File: src/rtl/ilv_pkg.sv
`timescale 1ns/1ps
package ilv_pkg;

    localparam int CNT_W  = 16;   // half-line counter width
    localparam int FP_MIN = 3;    // smallest front porch in half-lines
    localparam int FP_MAX = 128;  // largest front porch in half-lines

    typedef enum logic [2:0] {
        S_WAIT_DE,
        S_ACTIVE,
        S_FP,
        S_ALIGN,
        S_SYNC,
        S_BP,
        S_PHASE
    } seq_state_e;

    // One field's blanking recipe
    typedef struct packed {
        logic [CNT_W-1:0] fp_cnt;     // half-line ticks to skip before alignment
        logic             align_any;  // 1: any tick starts VSYNC, 0: HSYNC tick only
        logic [CNT_W-1:0] bp_cnt;     // half-line ticks after VSYNC
    } field_set_t;

    typedef struct packed {
        field_set_t       first;
        field_set_t       second;
        logic [CNT_W-1:0] sync_len;   // VSYNC width in half-line ticks
    } field_plan_t;

    function automatic field_plan_t plan_fields(
        input logic [CNT_W-1:0] act,
        input logic [CNT_W-1:0] vs_start,
        input logic [CNT_W-1:0] vs_end,
        input logic [CNT_W-1:0] total
    );
        int fp;
        int bp;
        int sl;
        field_plan_t p;
        fp = int'(vs_start) - int'(act & ~CNT_W'(1));
        bp = int'(total | CNT_W'(1)) - int'(vs_end);
        if (bp < 0) bp = 0;
        if (fp > FP_MAX) begin
            bp = bp + (fp - FP_MAX);
            fp = FP_MAX;
        end else if (fp < FP_MIN) begin
            bp = (bp > (FP_MIN - fp)) ? bp - (FP_MIN - fp) : 0;
            fp = FP_MIN;
        end
        sl = int'(vs_end) - int'(vs_start);
        if (sl < 1) sl = 1;
        p.first.fp_cnt     = CNT_W'(fp - 2);
        p.first.align_any  = fp[0];
        p.first.bp_cnt     = CNT_W'(bp);
        p.second.fp_cnt    = CNT_W'(fp - 3);
        p.second.align_any = ~fp[0];
        p.second.bp_cnt    = CNT_W'(bp + 1);
        p.sync_len         = CNT_W'(sl);
        return p;
    endfunction

endpackage

File: src/rtl/ilv_sync2.sv
`timescale 1ns/1ps
module ilv_sync2 #(
    parameter int W = 2
) (
    input  logic         clk,
    input  logic         rst,
    input  logic [W-1:0] d,
    output logic [W-1:0] q
);
    logic [W-1:0] s1;
    logic [W-1:0] s2;

    always_ff @(posedge clk) begin
        if (rst) begin
            s1 <= '0;
            s2 <= '0;
        end else begin
            s1 <= d;
            s2 <= s1;
        end
    end

    assign q = s2;
endmodule

File: src/rtl/ilv_tick_gen.sv
`timescale 1ns/1ps
module ilv_tick_gen #(
    parameter int DW = 16
) (
    input  logic          clk,
    input  logic          rst,
    input  logic          hs_act,     // synchronized, polarity-corrected HSYNC
    input  logic [DW-1:0] half_dly,
    output logic          tick_hs,
    output logic          tick_mid
);
    logic          hs_d;
    logic [DW-1:0] cnt;

    assign tick_hs  = hs_act & ~hs_d;
    assign tick_mid = (cnt == DW'(1));

    always_ff @(posedge clk) begin
        if (rst) begin
            hs_d <= 1'b0;
            cnt  <= '0;
        end else begin
            hs_d <= hs_act;
            if (tick_hs)
                cnt <= half_dly;
            else if (cnt != '0)
                cnt <= cnt - DW'(1);
        end
    end
endmodule

File: src/rtl/ilv_field_seq.sv
`timescale 1ns/1ps
module ilv_field_seq
    import ilv_pkg::*;
(
    input  logic        clk,
    input  logic        rst,
    input  logic        enable,
    input  logic        tick_hs,
    input  logic        tick_mid,
    input  logic        de_act,
    input  field_plan_t plan,
    output logic        vs_act,
    output logic        field_b
);
    seq_state_e       st;
    logic [CNT_W-1:0] cnt;
    field_set_t       cur;
    logic             tick;

    assign cur  = field_b ? plan.second : plan.first;
    assign tick = tick_hs | tick_mid;

    always_ff @(posedge clk) begin
        if (rst || !enable) begin
            st      <= S_WAIT_DE;
            cnt     <= '0;
            vs_act  <= 1'b0;
            field_b <= 1'b0;
        end else begin
            case (st)
                S_WAIT_DE: if (de_act) st <= S_ACTIVE;
                S_ACTIVE: begin
                    if (tick_mid && !de_act) begin
                        st  <= S_FP;
                        cnt <= cur.fp_cnt;
                    end
                end
                S_FP: begin
                    if (cnt == '0)
                        st <= S_ALIGN;
                    else if (tick)
                        cnt <= cnt - CNT_W'(1);
                end
                S_ALIGN: begin
                    if (tick_hs || (tick_mid && cur.align_any)) begin
                        st     <= S_SYNC;
                        vs_act <= 1'b1;
                        cnt    <= plan.sync_len;
                    end
                end
                S_SYNC: begin
                    if (tick) begin
                        if (cnt <= CNT_W'(1)) begin
                            st     <= S_BP;
                            vs_act <= 1'b0;
                            cnt    <= cur.bp_cnt;
                        end else begin
                            cnt <= cnt - CNT_W'(1);
                        end
                    end
                end
                S_BP: begin
                    if (cnt == '0)
                        st <= S_PHASE;
                    else if (tick)
                        cnt <= cnt - CNT_W'(1);
                end
                S_PHASE: begin
                    field_b <= de_act ? 1'b0 : ~field_b;
                    st      <= S_WAIT_DE;
                end
                default: st <= S_WAIT_DE;
            endcase
        end
    end
endmodule

File: src/rtl/ilv_vsync_regen.sv
`timescale 1ns/1ps
module ilv_vsync_regen
    import ilv_pkg::*;
#(
    parameter int LINE_W = 12,
    parameter int HDLY_W = 16
) (
    input  logic              clk,
    input  logic              rst,
    input  logic              de_present,
    input  logic              hsync_in,
    input  logic              de_in,
    input  logic              hsync_neg,
    input  logic              de_neg,
    input  logic              vsync_neg,
    input  logic [HDLY_W-1:0] half_line_dly,
    input  logic [LINE_W-1:0] act_lines,
    input  logic [LINE_W-1:0] vs_start_line,
    input  logic [LINE_W-1:0] vs_end_line,
    input  logic [LINE_W-1:0] total_lines,
    output logic              vsync_out
);
    logic [1:0]  raw_in;
    logic [1:0]  sync_in;
    logic        hs_act;
    logic        de_act;
    logic        tick_hs;
    logic        tick_mid;
    logic        vs_act;
    logic        field_b;
    field_plan_t plan;

    assign raw_in = {hsync_in, de_in};
    assign hs_act = sync_in[1] ^ hsync_neg;
    assign de_act = sync_in[0] ^ de_neg;
    assign plan   = plan_fields(CNT_W'(act_lines), CNT_W'(vs_start_line),
                                CNT_W'(vs_end_line), CNT_W'(total_lines));

    ilv_sync2 #(.W(2)) u_sync (
        .clk (clk),
        .rst (rst),
        .d   (raw_in),
        .q   (sync_in)
    );

    ilv_tick_gen #(.DW(HDLY_W)) u_tick (
        .clk      (clk),
        .rst      (rst),
        .hs_act   (hs_act),
        .half_dly (half_line_dly),
        .tick_hs  (tick_hs),
        .tick_mid (tick_mid)
    );

    ilv_field_seq u_seq (
        .clk      (clk),
        .rst      (rst),
        .enable   (de_present),
        .tick_hs  (tick_hs),
        .tick_mid (tick_mid),
        .de_act   (de_act),
        .plan     (plan),
        .vs_act   (vs_act),
        .field_b  (field_b)
    );

    assign vsync_out = vs_act ^ vsync_neg;
endmodule

File: config.mk
export PLATFORM = sky130hd
export DESIGN_NAME = ilv_vsync_regen
export DESIGN_NICKNAME = d
export VERILOG_FILES = /design/src/rtl/ilv_pkg.sv /design/src/rtl/ilv_sync2.sv /design/src/rtl/ilv_tick_gen.sv /design/src/rtl/ilv_field_seq.sv /design/src/rtl/ilv_vsync_regen.sv
export SDC_FILE = /design/constraint.sdc
export NUM_CORES = 1
export LEC_CHECK = 0
export ABC_AREA = 1
export CAP_MARGIN = 20
export CORE_ASPECT_RATIO = 2
export CORE_MARGIN = 3
export CORE_UTILIZATION = 45
export CTS_CLUSTER_DIAMETER = 80
export CTS_CLUSTER_SIZE = 24
export DETAILED_ROUTE_END_ITERATION = 10
export PLACE_DENSITY = 0.66
export SKIP_LAST_GASP = 1
export SLEW_MARGIN = 10
export SYNTH_ARGS = -nofsm -noshare
export SYNTH_HDL_FRONTEND = slang
export SYNTH_SLANG_ARGS = --single-unit
File: constraint.sdc
create_clock -name clk -period 6 [get_ports clk]
set_input_delay 0.9 -clock clk [delete_from_list [all_inputs] [get_ports clk]]
set_output_delay 0.9 -clock clk [all_outputs]
set_load 0.01 [all_outputs]
==> results.tsv, run 1 <==
stage	metric	value	unit
status	outcome	complete, no violations	
grt	GRT Overall Usage	26.3	%
route	Remaining DRCs	0	
grt	largest net degree at the start of global routing	25	
yosys	Post-Syn Area	0.00736	mm²
floorplan	core area	0.0159	mm²
sta	Final Cycle Share	91.9	%
cells_and_area	Area Growth Syn to Fin	17.0	%
floorplan	Die Wd	96.4	µm
route	via count	8008	
setup_path	CP Max Fanout	7	
clocking	Num CTS Buffers	5	
setup_path	Max stage delay on crit path	0.48	ns
cells_and_area	nets	1455	
setup_path	Crit Path Category	primary input to register	
yosys	sequential-to-total area share from yosys stat	11.4	%
clocking	H-tree levels	2	
place	HPWL after DPL	20900	µm
clocking	latest clock arrival within the worst-skew pair	0.29	ns
place	Port-buffer cells	70	
sta	final setup fails	0	
cells_and_area	Antenna Cells	0	
sta	Worst-Margin Slew	0.958	ns
floorplan	starting density of the core	46.2	%
setup_path	slowest cell on the critical path	clkdlybuf4s50_1	
grt	global-route wire length before repair	36600	µm
setup_path	cell repeated most along the worst path	nand2_1	
cells_and_area	final core occ	54.0	%
sta	final worst path period need	5.51	ns
yosys	Syn Nets	1362	
clocking	buffer depth of the longest clock path	2	
yosys	syn_area_per_cell	6.11	µm²
sta	clk_skew	0.00558	ns
place	Placer Congestion	0.984	
setup_path	worst path bufs/invs	7	
sta	TNS Setup	0	ns
power_and_ir_drop	Pwr Density	256	mW/mm²
power_and_ir_drop	static leakage	4.46	nW
yosys	synth unique cells	53	
power_and_ir_drop	Peak VDD IR	0.000149	V
yosys	Gate Count Post-Synth	1205	
floorplan	Cell Rows	65	
route	Routed WL per cell	15.8	µm
sta	Peak Freq	0.181	GHz
grt	GR Overflow Total	0	
grt	met1 GRT Util	21.0	%
route	Routed Antenna Nets	0	
floorplan	Die Span Y	187	µm
grt	met2 Usage GRT	52.5	%
setup_path	endpoint class of the critical path	register	
setup_path	Worst EP required	6.19	ns
setup_path	cell family with the largest share of critical-path delay	simple AND/OR/NAND/NOR gates	
grt	number of global-route vias before repair	7838	
route	via/cell ratio	5.34	
clocking	Root Driver	clkbuf_16	
sta	RSZ-0062 raised after global routing	true	
sta	Slew Limit Fails	0	
clocking	Worst-path clk slew	0.06	ns
route	initial drt markers	233	
cells_and_area	share of layout cells above drive strength 1	9.47	%
setup_path	CP startpoint kind	primary input	
route	First-pass DRT Iterations	5	
floorplan	I/O pins	73	
clocking	Num Clock Sinks	42	
grt	grt met3 use	2.17	%
route	WL final	23800	µm
floorplan	Die Footprint	0.0180	mm²
yosys	Synth Register Bits	42	
yosys	Yosys Warn Count	0	
hold_path	Worst Hold Class	register to register	
clocking	Post-CTS Setup Repair Bufs	0	
job	Max-cap violations	0	
setup_path	Data arrival, critical path	5.70	ns
grt	initial antenna violation count	0	
clocking	CTS tree	yes	
sta	endpoints failing hold	0	
grt	GR peak layer	met2	
sta	Slew Limit Headroom	35.7	%
## cell type report
type                       count  area (µm²)
sequential                    42         841
multi-input combinational    914        5570
clock inverter                 2        12.5
inverter                     237         892
fill                        1705        7330
clock buffer                   6         139
timing repair buffer          98         911
tap                          201         251
## cell usage in the layout (no fill, tap or decap), drive strengths merged, types with 42 or more instances in the layout
master / netlist / layout
nor2: 108 / 108
o21ai: 72 / 72
xor2: 45 / 45
nand3: 97 / 97
nand2: 279 / 279
ha: 79 / 79
clkdlybuf4s50: 0 / 70
dfxtp: 42 / 42
a21oi: 84 / 84
inv: 234 / 234
## state kept, by name, summed over array words and instances, names as in the netlist
| register | flops |
|---|---|
| u_seq.field_b | 1 |
| u_sync.s1 | 2 |
| u_sync.q | 2 |
| u_seq.st | 3 |
| u_tick.hs_d | 1 |
| u_tick.cnt | 16 |
| u_seq.cnt | 16 |
| u_seq.vs_act | 1 |
## where the power goes
group / total, mW / switching [mW] / internal (mW)
sequential: 0.342 / 0.0310 / 0.311
clock: 0.281 / 0.116 / 0.165
combinational: 1.58 / 1.01 / 0.571
## worst paths after layout
check / start / end / slack (ns) / depth (start not counted)
max reg2reg: u_seq.cnt[0]$_SDFFE_PP0P_ / u_seq.cnt[1]$_SDFFE_PP0P_ / 2.34 / 13
max: vs_end_line[3] / u_seq.cnt[7]$_SDFFE_PP0P_ / 0.49 / 33
min reg2reg: u_sync.s1[0]$_SDFF_PP0_ / u_sync.q[0]$_SDFF_PP0_ / 0.40 / 2
min: u_sync.s1[0]$_SDFF_PP0_ / u_sync.q[0]$_SDFF_PP0_ / 0.40 / 2
## stage by stage
step	worst slack [ns]	cells	power (mW)	area, µm²	hold WS [ns]
floorplan	1.13	1205	1.47	7360	0.388
global placement	0.208	1492	1.90	8450	0.389
detailed placement	0.153	1492	1.91	8450	0.396
CTS	0.457	1500	2.20	8600	0.405
global route	-0.0145	1500	2.40	8610	0.409
finish	0.488	1500	2.20	8610	0.403
## cell families (layout without fill, tap and decap cells)
| logic type | after synthesis | after routing | share of synthesized area (%) |
|---|---|---|---|
| simple gates | 564 | 564 | 36.9 |
| buf+inv | 249 | 343 | 13.2 |
| xor+xnor | 61 | 61 | 7.36 |
| compound gates | 204 | 204 | 16.1 |
| flops | 42 | 42 | 11.4 |
| fa+ha+maj | 85 | 85 | 15.1 |
## layer usage
| layer | wire length (µm) | vias to the layer above |
|---|---|---|
| met5 | 0 | - |
| met4 | 2250 | 0 |
| met3 | 679 | 96 |
| met2 | 13600 | 209 |
| met1 | 7210 | 3603 |
| li1 | - | 4100 |
## worst min-delay path, cell delays in order, from the launching register on
cell and delay [ns]:
dfxtp_1 0.30, inv_1 0.04, nor2_1 0.03
## synthesized netlist by cell type (all sizes together)
library cell  instances  area (µm²)
a211oi                7        52.6
a21boi                2        15.0
a21o                  6        45.0
a21oi                84         432
a311oi                3        26.3
a31oi                 6        37.5
a41oi                 1        8.76
and2                  1        6.26
buf                   5        50.0
clkbuf                7        26.3
clkinv                3        11.3
dfxtp                42         841
fa                    6         120
ha                   79         988
inv                 234         881
nand2               279        1160
nand3                97         586
nand3b               12        90.1
nand4                25         163
nor2                108         465
nor3                 28         151
nor4                  3        18.8
o2111ai               1        8.76
o211a                 1        10.0
o211ai                2        15.0
o21a                  7        52.6
o21ai                72         398
o21bai                3        22.5
o221ai                2        17.5
o22ai                 5        31.3
o31ai                 2        15.0
or2                  11        68.8
xnor2                16         140
xor2                 45         402
## repair_timing
action | in CTS | in global routing
resized for setup | 0 | 4
setup endpoints to repair | 0 | 4
endpoints found under the hold margin | 0 | 0
hold buffers | 0 | 0
Note: power is estimated with default switching activity, not from simulation.
==> run 2: changes to the inputs <==
- CORE_ASPECT_RATIO: 2 -> default
- CORE_MARGIN: 3 -> default
- CORE_UTILIZATION: 45 -> default
- PLACE_DENSITY: 0.66 -> default
- SLEW_MARGIN: 10 -> default
- SYNTH_HIERARCHICAL: default -> 1
==> results.tsv, run 2 <==
stage	metric	value	unit	change
status	outcome	aborted with a tool error		
status	Exit stage	synthesis		
status	stop err	ERROR: ABC failed with status B		
yosys	Yosys Warn Count	0		unchanged
